`config.mk`:
```
export PLATFORM = sky130hd
export DESIGN_NAME = pio_ctrl
export DESIGN_NICKNAME = d
export VERILOG_FILES = /design/src/rtl/pio_ctrl.sv
export SDC_FILE = /design/constraint.sdc
export NUM_CORES = 1
export LEC_CHECK = 0
export BUFFER_PORTS_ARGS = -buffer_cell sky130_fd_sc_hd__buf_2
export CORE_MARGIN = 5
export CORE_UTILIZATION = 45
export CTS_BUF_LIST = sky130_fd_sc_hd__clkbuf_8
export DETAILED_ROUTE_END_ITERATION = 16
export PLACE_DENSITY = 0.77
export SYNTH_ARGS = -nofsm -noshare
export SYNTH_HDL_FRONTEND = slang
export SYNTH_SLANG_ARGS = --single-unit
```
`constraint.sdc`:
```
create_clock -name clk -period 4.6 [get_ports clk]
set_input_delay 0.23 -clock clk [delete_from_list [all_inputs] [get_ports clk]]
set_output_delay 0.23 -clock clk [all_outputs]
set_load 0.03 [all_outputs]
```
`src/rtl/pio_ctrl.sv`:
```
module pio_ctrl #(
  parameter int AUX_LO = 4,
  parameter int AUX_HI = 2,
  localparam int AUX_W = AUX_LO + AUX_HI
) (
  input  logic             clk,
  input  logic             rst_n,
  input  logic [1:0]       addr,
  input  logic             wr,
  input  logic             rd,
  input  logic [7:0]       wdata,
  output logic [7:0]       rdata,
  input  logic [7:0]       pa_in,
  output logic [7:0]       pa_out,
  output logic [7:0]       pa_oe,
  input  logic [7:0]       pb_in,
  output logic [7:0]       pb_out,
  output logic [7:0]       pb_oe,
  input  logic [7:0]       pc_in,
  output logic [7:0]       pc_out,
  output logic [7:0]       pc_oe,
  output logic [AUX_W-1:0] pd_out,
  output logic [AUX_W-1:0] pd_oe,
  input  logic             stb_n,
  output logic             ibf,
  input  logic             ack_n,
  output logic             obf_n,
  output logic             intr
);

  localparam logic [6:0] CTRL_RST = 7'b0011011;

  logic [6:0] ctrl;
  logic [7:0] lat_a, lat_b, lat_c, hold_a;
  logic       inte, stb_q, ack_q;

  wire a_in  = ctrl[4];
  wire ch_in = ctrl[3];
  wire b_in  = ctrl[1];
  wire cl_in = ctrl[0];
  wire hs    = (ctrl[6:5] == 2'b01);
  wire hs_in  = hs & a_in;
  wire hs_out = hs & ~a_in;
  wire rd_a  = rd & (addr == 2'd0);
  wire wr_a  = wr & (addr == 2'd0);
  wire stb_rise = stb_n & ~stb_q;
  wire ack_rise = ack_n & ~ack_q;

  always_ff @(posedge clk) begin
    if (!rst_n) begin
      ctrl   <= CTRL_RST;
      lat_a  <= '0;
      lat_b  <= '0;
      lat_c  <= '0;
      hold_a <= '0;
      inte   <= 1'b0;
      ibf    <= 1'b0;
      obf_n  <= 1'b1;
      intr   <= 1'b0;
      stb_q  <= 1'b1;
      ack_q  <= 1'b1;
    end else begin
      stb_q <= stb_n;
      ack_q <= ack_n;
      if (hs_in) begin
        if (rd_a) begin
          ibf  <= 1'b0;
          intr <= 1'b0;
        end
        if (!stb_n) begin
          hold_a <= pa_in;
          ibf    <= 1'b1;
        end
        if (stb_rise && inte) intr <= 1'b1;
      end
      if (hs_out) begin
        if (wr_a) begin
          obf_n <= 1'b0;
          intr  <= 1'b0;
        end
        if (ack_rise) begin
          obf_n <= 1'b1;
          if (inte) intr <= 1'b1;
        end
      end
      if (wr) begin
        unique case (addr)
          2'd0: lat_a <= wdata;
          2'd1: lat_b <= wdata;
          2'd2: lat_c <= wdata;
          default: begin
            if (wdata[7]) begin
              ctrl  <= {wdata[6:3], 1'b0, wdata[1:0]};
              lat_a <= '0;
              lat_b <= '0;
              lat_c <= '0;
              inte  <= 1'b0;
              ibf   <= 1'b0;
              obf_n <= 1'b1;
              intr  <= 1'b0;
            end else if (wdata[6]) begin
              inte <= wdata[0];
            end else begin
              lat_c[wdata[3:1]] <= wdata[0];
            end
          end
        endcase
      end
    end
  end

  assign pa_out = lat_a;
  assign pb_out = lat_b;
  assign pc_out = lat_c;
  assign pa_oe  = {8{~a_in}};
  assign pb_oe  = {8{~b_in}};
  assign pc_oe  = {{4{~ch_in}}, {4{~cl_in}}};
  assign pd_out = {lat_c[4 +: AUX_HI], lat_c[0 +: AUX_LO]};
  assign pd_oe  = {{AUX_HI{~ch_in}}, {AUX_LO{~cl_in}}};

  always_comb begin
    unique case (addr)
      2'd0:    rdata = a_in ? (hs_in ? hold_a : pa_in) : lat_a;
      2'd1:    rdata = b_in ? pb_in : lat_b;
      2'd2:    rdata = {ch_in ? pc_in[7:4] : lat_c[7:4], cl_in ? pc_in[3:0] : lat_c[3:0]};
      default: rdata = {1'b1, ctrl};
    endcase
  end

endmodule

```
# [Yosys cells after proc, flatten, opt, wreduce, memory -nomap -nowiden]
# Cells that the tools add are included.
[totals] reg_bits=44 latch_bits=0 mem_bits_rw=0 rom_bits=0 in_bits=40 output_inout_bits=71 memories=0
[classes] n_addsub=0 mul=0 div=0 magnitude_cmp=2 n_eq_ne=4 n_shift=0 mux=39 bitwise=17 n_reduce_logical=16
[ops] operator="$mux W8" n=6
[ops] operator="$pmux W8 S2" n=3
[ops] operator="$mux W1" n=25
[ops] operator="$pmux W8 S3" n=1
[ops] operator="$reduce_and A3 Y1" n=5
[ops] operator="$not A1 Y1" n=11
[ops] operator="$bwmux W8" n=1
[ops] operator="$mux W4" n=2
[ops] operator="$and A1 B1 Y1" n=6
[ops] operator="$reduce_bool A2 Y1" n=3
[ops] operator="$reduce_or A2 Y1" n=3
[ops] operator="$eq A2 B1 Y1 const B" n=2
[ops] operator="$lt A3 B4 Y1 const B" n=1
[ops] operator="$demux W1 S3" n=1
[ops] operator="$ge A3 B1 Y1 const B" n=1
[ops] operator="$ne A3 B1 Y1 const B" n=1
[ops] operator="$reduce_or A3 Y1" n=1
[ops] operator="$eq A2 B2 Y1 const B" n=1
[ops] operator="$logic_and A1 B1 Y1" n=2
[ops] operator="$logic_not A2 Y1" n=1
[ops] operator="$reduce_and A2 Y1" n=1

# [Longest topological paths before layout]
# Gate-level depths: netlist of run 1.
[depth] depth_word=12 ltp_mapped=8

# [Worst setup path before layout of run 1]
# OpenSTA, ideal clock, no wires.
[synth_path] path_type="reg-to-output" from="register ctrl[5]" to="output port rdata[0]" t_arrival_ps=1611 required_time_ps=4370 setup_slack_ps=2759 path_stages_with_launch=6 path_buffers=1 cell_sequence="dfxtp_1 > nor2b_1 > buf_4 > mux2i_1 > a211o_1 > a22oi_1"
[synth_between] elab_chain_cells=5
[synth_lines] element="from (decl)" line="33" source="logic [6:0] ctrl;"
[synth_lines] element="from (signal assigned)" line="93" source="ctrl <= {wdata[6:3], 1'b0, wdata[1:0]};"
[synth_lines] element="$eq A2 B1 Y1" line="41" source="wire hs = (ctrl[6:5] == 2'b01);"
[synth_lines] element="$and A1 B1 Y1" line="42" source="wire hs_in = hs & a_in;"
[synth_lines] element="$mux W8 (2 in a row)" line="123" source="2'd0: rdata = a_in ? (hs_in ? hold_a : pa_in) : lat_a;"
[synth_lines] element="$pmux W8 S3" line="122" source="unique case (addr)"
[synth_lines] element="to (decl)" line="12" source="output logic [7:0] rdata,"
# No other way between the ends.

# [Worst setup path after layout of run 1]
[layout_path] from="register ctrl[5]" to="output port rdata[3]"
# The elaborated chain is that of the path after synthesis.

==> results.cfg, run 1 <==
[cells_and_area]
antenna_cells = 0
drive_gt1_frac = 0.364
syn_to_final_growth_pct = 15.0
seq_area_um2 = 881
multi_input_area_um2 = 1480
n_fill_cell = 563
layout.nets = 434

[job]
max-cap-violations = 0

[cts]
cts_tree = yes
postCtsSetupBuffers = 0
cts-htree-levels = 2
ctsHoldBuffers = 0
clock_path_buffers = 2
cts_buffers = 5
clk_latency_ns = 0.31
ctsResizeCount = 0
clk_transition_reported_paths_ns = 0.09
cts_root_buf = clkbuf_8
cts_sinks = 44

[sta]
setup_slack_ns = 1.87
worstMarginPinSlew_ns = 1.09
hold_viol = 0
grt_setup_unrepaired = no
slew_violations = 0
setup_viol = 0
fmax_mhz = 366
fin_worst_skew_ns = 0.00967
final.min_clock_period_ns = 2.73
timing.final.crit_share = 0.593
max-slew-margin-rel = 0.269
setup-tns-final_ns = 0

[synth]
synth_edf_count = 0
ys_types = 46
synth-warning-count = 0
synth_top_flop_cell = dfxtp_1
syn_area_um2 = 2740
synth_top_area_frac = 0.322
async_flop_share = 0
postSynthCellCount = 329
synth_area_leader_cell = dfxtp_1
synth_area_per_cell_um2 = 8.32
ys_seq_area_frac = 0.322
synth_nets = 374
synth_top_cells_by_area = dfxtp_1, buf_4, mux2_2
ys_seq_elements = 44

[worst_hold_path]
hp-class = primary input to register

[power]
irDropWorstVdd_v = 0.000154
p_per_area_nw_per_um2 = 293
p_leak_nw = 1.41

[detailed_routing]
wl_per_cell_um = 17.2
first_iter_violations = 262
wl_met1_um = 3320
drt-pass1-iter-count = 5
routed_wl_um = 8000
vias = 2705
routed-wl-met2_um = 3670
drc = 0
via_per_inst = 5.82
highest_layer = met4
ant_nets = 0
wl_met3_um = 793

[global_routing]
grt_pass1_wl_um = 12400
grt-ovfl-total = 0
track_usage = 0.206
first_global_vias = 2469
grt_max_degree = 36
antenna_found_initial = 0

[place]
dp_slack_ns = 2.24
place_congestion = 0.865
dpl.hpwl_um = 5920
numPortBuffers = 110

[critical_path]
arrival_ns = 2.50
cp-end-kind = output port
crit_path_max_fanout = 11
cp_slowest_stage_delay_ns = 0.88
critPathLaunchType = register
worst-path-buf-inv = 1
crit_required_ns = 4.37
path_class = register to output port
cp_top_family = simple AND/OR/NAND/NOR gates
crit_chain = nor2b_1, mux2i_1, a211o_1, a22oi_1, buf_2
cpMaxStageDelayCell = nor2b_1

[floorplanning]
core_um2 = 5920
ios = 111
fp.dieW_um = 88.0
start_util = 0.462
rows = 28
die_height_um = 88.0
die_area_um2 = 7740

[status]
status = finished clean
==> per-layer routing <==
layer | up-vias | GRT usage
met4 | 0 | 0.0739
met2 | 153 | 0.339
met1 | 1259 | 0.269
met3 | 23 | 0.0414
met5 | - | 0
li1 | 1270 | -
==> cell type report <==
| type | instances | share of cell area |
|---|---|---|
| inverters | 8 | 0.00954 |
| multi-input cells | 220 | 0.469 |
| clock inverters | 3 | 0.0151 |
| repair buffers | 110 | 0.175 |
| clock buffers | 5 | 0.0219 |
| flip-flops and latches | 44 | 0.280 |
| well taps | 75 | 0.0298 |
==> placed cells by master (no fill, tap or decap), types with 5 or more instances in the layout <==
cell	n
buf_2	110
dfxtp_1	44
nor2_1	37
nand2_1	30
a22oi_1	22
a21oi_1	19
mux2_2	15
mux2i_1	9
inv_1	7
a211o_1	7
a221oi_1	6
a211oi_1	6
o211ai_1	6
nor2b_1	5
o21ai_0	5
nand4_1	5
ha_1	5
clkbuf_8	5
==> path summary, 6_finish.rpt <==
check | start | end | slack [ns] | cells past startpoint
max | ctrl[5]$_SDFFE_PN0P_ | rdata[3] | 1.87 | 5
min | ack_n | ack_q$_SDFF_PN1_ | 0.13 | 2
min reg2reg | hold_a[4]$_SDFFE_PN0P_ | hold_a[4]$_SDFFE_PN0P_ | 0.46 | 2
max reg2reg | ctrl[5]$_SDFFE_PN0P_ | intr$_SDFF_PN0_ | 2.63 | 4
==> synth_stat cells, types with 2 or more instances <==
cell type / number
a211o_1: 7
a211oi_1: 6
a211oi_2: 3
a21oi_1: 19
a221oi_1: 6
a22oi_1: 22
a311oi_1: 2
a32oi_1: 2
and2_1: 3
buf_2: 4
buf_4: 33
clkbuf_1: 19
dfxtp_1: 44
ha_1: 5
inv_1: 7
mux2_2: 15
mux2i_1: 9
nand2_1: 30
nand2b_1: 3
nand3_1: 3
nand3b_1: 3
nand4_1: 5
nor2_1: 37
nor2b_1: 5
nor4b_1: 3
o211ai_1: 6
o21a_1: 2
o21ai_0: 5
o21ai_1: 2
or3b_2: 3
==> flip-flops by register name, summed over array words and instances, names as in the netlist <==
signal	count
obf_n	1
hold_a	8
ibf	1
ack_q	1
ctrl	6
inte	1
pc_out	8
intr	1
pb_out	8
pa_out	8
stb_q	1
==> power breakdown <==
group / total [W] / leakage [nW] / switching (W) / internal (W)
logic: 0.000208 / 0.999 / 0.000138 / 0.0000698
registers: 0.000401 / 0.357 / 0.0000105 / 0.000391
clock network: 0.000312 / 0.0583 / 0.000148 / 0.000164
total: 0.000922 / 1.41 / 0.000297 / 0.000624
==> logic make-up (layout without fill, tap and decap cells) <==
group / count (synthesis) / in the layout / share of synthesized area
AND/OR/NAND/NOR: 104 / 104 / 0.188
AO/OA/AOI/OAI: 87 / 87 / 0.234
buffers and inverters: 65 / 126 / 0.139
flip-flops: 44 / 44 / 0.322
multiplexers: 24 / 24 / 0.0947
adder cells (fa/ha/maj): 5 / 5 / 0.0229
==> metrics by stage <==
step	utilization	hold WS [ns]	instances	area (um^2)	total power, W
final	0.531	0.129	465	3150	0.000922
after global routing	0.531	0.128	465	3150	0.000955
after CTS	0.531	0.122	465	3150	0.000925
after detailed placement	0.512	0.444	457	3030	0.000617
after global placement	0.512	0.436	457	3030	0.000615
after floorplan	-	0.331	329	2740	0.000563
Note: power is estimated with default switching activity, not from simulation.
==> inputs of run 2 (changes only) <==
==> constraint.sdc (replaced) <==
create_clock -name clk -period 2.7 [get_ports clk]
set_input_delay 0.135 -clock clk [delete_from_list [all_inputs] [get_ports clk]]
set_output_delay 0.135 -clock clk [all_outputs]
set_load 0.03 [all_outputs]
==> run 2 against run 1 <==
Effect of this change:
- non-clock buffer count increased by 3
- clock power increased by 63%
- register-to-register slack got worse by 1.7 ns
- die area unchanged
- sequential share of layout area decreased by 0.15 points
- largest power group unchanged
- cell area increased by 0.56%
- cell count increased by 0.65%
==> results.cfg, run 2 (synthesis gave the netlist of run 1 again) <==
[status]
status = finished clean

[global_routing]
track_usage = 0.205
antenna_found_initial = 0
first_global_vias = 2508
grt-ovfl-total = 0
grt_max_degree = 36
grt_pass1_wl_um = 12400

[sta]
fin_worst_skew_ns = 0.0117
slew_violations = 0
hold_viol = 0
grt_setup_unrepaired = no
max-slew-margin-rel = 0.399
final.min_clock_period_ns = 2.11
worstMarginPinSlew_ns = 0.898
fmax_mhz = 475
setup-tns-final_ns = 0
timing.final.crit_share = 0.780
setup_viol = 0

[cts]
ctsHoldBuffers = 0
cts_sinks = 44
clk_latency_ns = 0.30
clk_transition_reported_paths_ns = 0.09
clock_path_buffers = 2
cts_root_buf = clkbuf_8
ctsResizeCount = 0
cts_buffers = 5
cts-htree-levels = 2
cts_tree = yes
postCtsSetupBuffers = 0

[power]
p_leak_nw = 1.43
irDropWorstVdd_v = 0.000194
power_w = 0.00155
p_per_area_nw_per_um2 = 489

[detailed_routing]
routed_wl_um = 7870
via_per_inst = 5.65
vias = 2646
first_iter_violations = 210
wl_per_cell_um = 16.8
ant_nets = 0
drt-pass1-iter-count = 5
drc = 0

[floorplanning]
fp.dieW_um = 88.0
die_height_um = 88.0
die_area_um2 = 7740
start_util = 0.462
rows = 28
ios = 111
core_um2 = 5920

[critical_path]
r2r-start = ctrl[4]$_SDFFE_PN1P_
critPathLaunchType = register
path_depth = 4
crit_required_ns = 2.57
crit_path_max_fanout = 10
cpMaxStageDelayCell = dfxtp_1
crit_start = ctrl[1]$_SDFFE_PN1P_
cp_slowest_stage_delay_ns = 0.58
worst-path-buf-inv = 1
cp_top_family = flip-flops
r2r-end = hold_a[5]$_SDFFE_PN0P_
rr_worst_depth = 4
crit_chain = mux2_2, a221oi_1, a22oi_1, buf_2
crit_path_end = rdata[4]
r2r_setup_slack_ns = 0.92
path_class = register to output port
arrival_ns = 1.97
cp-end-kind = output port

[cells_and_area]
drive_gt1_frac = 0.369
final_cell_mix = buf_2, dfxtp_1, nor2_1
multi_input_area_um2 = 1480
layout_commonest_cell = buf_2
antenna_cells = 0
seq_area_um2 = 881
syn_to_final_growth_pct = 15.6
layout.nets = 437
n_fill_cell = 557

[place]
dpl.hpwl_um = 5890
numPortBuffers = 110
place_congestion = 0.903

[worst_hold_path]
hp-class = primary input to register

[job]
max-cap-violations = 0
==> run 2: changes by cell type in the layout (fill, tap and decap cells not counted), sizes merged <==
cell / delta
buf: +3
clkinv: -1
clkinvlp: +1
==> run 2: layout make-up <==
type | instances | area share
Clock buffer | 5 | 0.0217
Clock inverter | 3 | 0.0134
Inverter | 8 | 0.00949
Multi-Input combinational cell | 220 | 0.466
Sequential cell | 44 | 0.278
Tap cell | 75 | 0.0297
Timing Repair Buffer | 113 | 0.181
==> run 2: routing by layer <==
metal / global-route usage / vias up / share of wire
li1: - / 1277 / -
met1: 0.266 / 1209 / 0.38
met2: 0.338 / 150 / 0.49
met3: 0.0433 / 10 / 0.11
met4: 0.0656 / 0 / 0.015
met5: 0 / - / 0
==> run 2: report_power, final <==
part | total, W | internal (W) | switching [W]
sequential | 0.000683 | 0.000666 | 0.0000177
clock | 0.000508 | 0.000274 | 0.000234
combinational | 0.000357 | 0.000121 | 0.000236
total | 0.00155 | 0.00106 | 0.000488
==> run 2: how the worst min path moves through the flow <==
stage / start / endpoint / slack [ns] / cells past startpoint
global placement: ack_n / ack_q$_SDFF_PN1_ / 0.33 / 2
finish: ack_n / ack_q$_SDFF_PN1_ / 0.03 / 2
detailed placement: ack_n / ack_q$_SDFF_PN1_ / 0.33 / 2
global route: ack_n / ack_q$_SDFF_PN1_ / 0.07 / 2
CTS: ack_n / ack_q$_SDFF_PN1_ / 0.03 / 2
floorplan: ack_n / ack_q$_SDFF_PN1_ / 0.24 / 1
==> run 2: stage by stage <==
step | utilization | instance area [um^2] | setup slack [ns] | hold slack (ns) | cells
after CTS | 0.534 | 3160 | 0.629 | 0.0311 | 468
after floorplan | - | 2740 | 0.954 | 0.236 | 329
final | 0.534 | 3160 | 0.594 | 0.0341 | 468
after detailed placement | 0.516 | 3050 | 0.764 | 0.335 | 460
after global routing | 0.534 | 3160 | 0.440 | 0.0662 | 468
after global placement | 0.516 | 3050 | 0.807 | 0.331 | 460
==> run 2: worst reg2reg max path, stage by stage (launching register included) <==
cell,delay (ns)
dfxtp_1,0.73
nand3b_1,0.23
nor2_1,0.51
nand2_1,0.11
a21oi_1,0.14
==> inputs of run 3 (changes only) <==
--- a/config.mk
+++ b/config.mk
@@ -10,7 +10,7 @@
 export CORE_UTILIZATION = 45
 export CTS_BUF_LIST = sky130_fd_sc_hd__clkbuf_8
 export DETAILED_ROUTE_END_ITERATION = 16
-export PLACE_DENSITY = 0.77
+export PLACE_DENSITY = 0.8
 export SYNTH_ARGS = -nofsm -noshare
 export SYNTH_HDL_FRONTEND = slang
 export SYNTH_SLANG_ARGS = --single-unit
==> constraint.sdc (replaced) <==
create_clock -name clk -period 1.7 [get_ports clk]
set_input_delay 0.085 -clock clk [delete_from_list [all_inputs] [get_ports clk]]
set_output_delay 0.085 -clock clk [all_outputs]
set_load 0.03 [all_outputs]
==> run 3 against run 2 <==
Effect of this change:
- the flow now finishes with violations (negative setup slack)
- worst setup slack lost 0.63 ns
- hold slack got worse by 0.024 ns
- total power grew 58%
- critical endpoint is now rdata[6]
- largest cell class unchanged
==> results.cfg, run 3 (synthesis gave the netlist of run 1 again) <==
[cts]
cts_sinks = 44
clk_latency_ns = 0.31
clk_transition_reported_paths_ns = 0.10
cts-htree-levels = 2
cts_root_buf = clkbuf_8
cts_tree = yes
cts_buffers = 5
clock_path_buffers = 2

[cells_and_area]
layout.nets = 460
utilization = 0.596
final_cell_mix = buf_2, dfxtp_1, nor2_1
layout_commonest_cell = buf_2
final_area_um2 = 3530
drive_gt1_frac = 0.464
syn_to_final_growth_pct = 29.0
antenna_cells = 0

[floorplanning]
core_um2 = 5920
fp.dieW_um = 88.0
die_area_um2 = 7740
ios = 111
start_util = 0.462
rows = 28
die_height_um = 88.0

[worst_hold_path]
hp-class = primary input to register
min-delay-start = stb_n
worstHoldPathCells = 2

[job]
max-cap-violations = 0

[place]
dp_slack_ns = -0.0289
placed_area_um2 = 3200
place_congestion = 0.925
dpl.hpwl_um = 6270
numPortBuffers = 110

[global_routing]
grt-ovfl-total = 0
antenna_found_initial = 0
first_global_vias = 2646
grt_pass1_wl_um = 13000
grt_max_degree = 28
track_usage = 0.217

[critical_path]
critPathLaunchType = register
crit_chain = mux2_2, a221oi_2, a21oi_1, buf_4
cp_slowest_stage_delay_ns = 0.39
crit_required_ns = 1.62
path_depth = 4
arrival_ns = 1.65
cpMaxStageDelayCell = dfxtp_4
r2r-start = ctrl[4]$_SDFFE_PN1P_
path_class = register to output port
rr_worst_depth = 5
cp-end-kind = output port
crit_start = ctrl[3]$_SDFFE_PN1P_
cp_top_family = compound AO/OA/AOI/OAI gates
crit_path_max_fanout = 5
worst-path-buf-inv = 1

[sta]
grt_setup_unrepaired = yes
hold_viol = 0
worstMarginPinSlew_ns = 0.693
slew_violations = 0
setup_viol = 6
final.min_clock_period_ns = 1.73
fmax_mhz = 577
max-slew-margin-rel = 0.536
setup-tns-final_ns = -0.0989
timing.hold.ws_ns = 0.0102
timing.final.crit_share = 1.02
fin_worst_skew_ns = 0.00967
setup_slack_ns = -0.0325

[status]
violations = negative setup slack
status = finished with violations

[detailed_routing]
wl_per_cell_um = 17.5
ant_nets = 0
first_iter_violations = 298
drc = 0
vias = 2815
via_per_inst = 5.73
drt-pass1-iter-count = 5
routed_wl_um = 8590

[power]
p_per_area_nw_per_um2 = 692
irDropWorstVdd_v = 0.000433
p_leak_nw = 1.60
[run 3: cell count changes in the layout (fill, tap and decap cells not counted), sizes merged]
cell / delta
clkinvlp: -1
clkinv: +2
bufinv: -1
dlygate4sd3: +1
buf: +22
[run 3: per-stage QoR]
stage	total power (W)	instances
6_report	0.00244	491
5_1_grt	0.00253	491
4_1_cts	0.00242	491
3_5_place_dp	0.00170	479
3_3_place_gp	0.00169	479
2_1_floorplan	0.00152	329
[run 3: cell type report]
type	count	area, um^2
Sequential cell	44	898
Clock buffer	5	68.8
Clock inverter	3	18.8
Tap cell	75	93.8
Multi-Input combinational cell	220	1610
Fill cell	508	2390
Inverter	8	30.0
Timing Repair Buffer	136	810
[run 3: final timing paths]
kind	end	slack [ns]
worst max register to register	hold_a[5]$_SDFFE_PN0P_	0.26
worst min register to register	hold_a[6]$_SDFFE_PN0P_	0.47
worst max-delay path	rdata[6]	-0.03
worst min-delay path	stb_q$_SDFF_PN1_	0.01
[run 3: what timing repair did]
action / CTS / global route
setup buffers: 3 / 0
endpoints found under the hold margin: 1 / 0
resized for setup: 50 / 8
endpoints found under the setup margin: 16 / 8
hold buffers: 1 / 0
pin swaps: 17 / 5
[run 3: layer usage]
layer | track usage | vias up | wire length [um]
met2 | 0.366 | 166 | 4070
met5 | 0 | - | 0
met3 | 0.0414 | 22 | 899
met1 | 0.274 | 1305 | 3400
li1 | - | 1322 | -
met4 | 0.0795 | 0 | 229
[run 3: where the power goes]
part	switching, W	internal, W	total [W]
combinational	0.000419	0.000266	0.000685
sequential	0.0000282	0.00105	0.00108
clock	0.000390	0.000287	0.000678
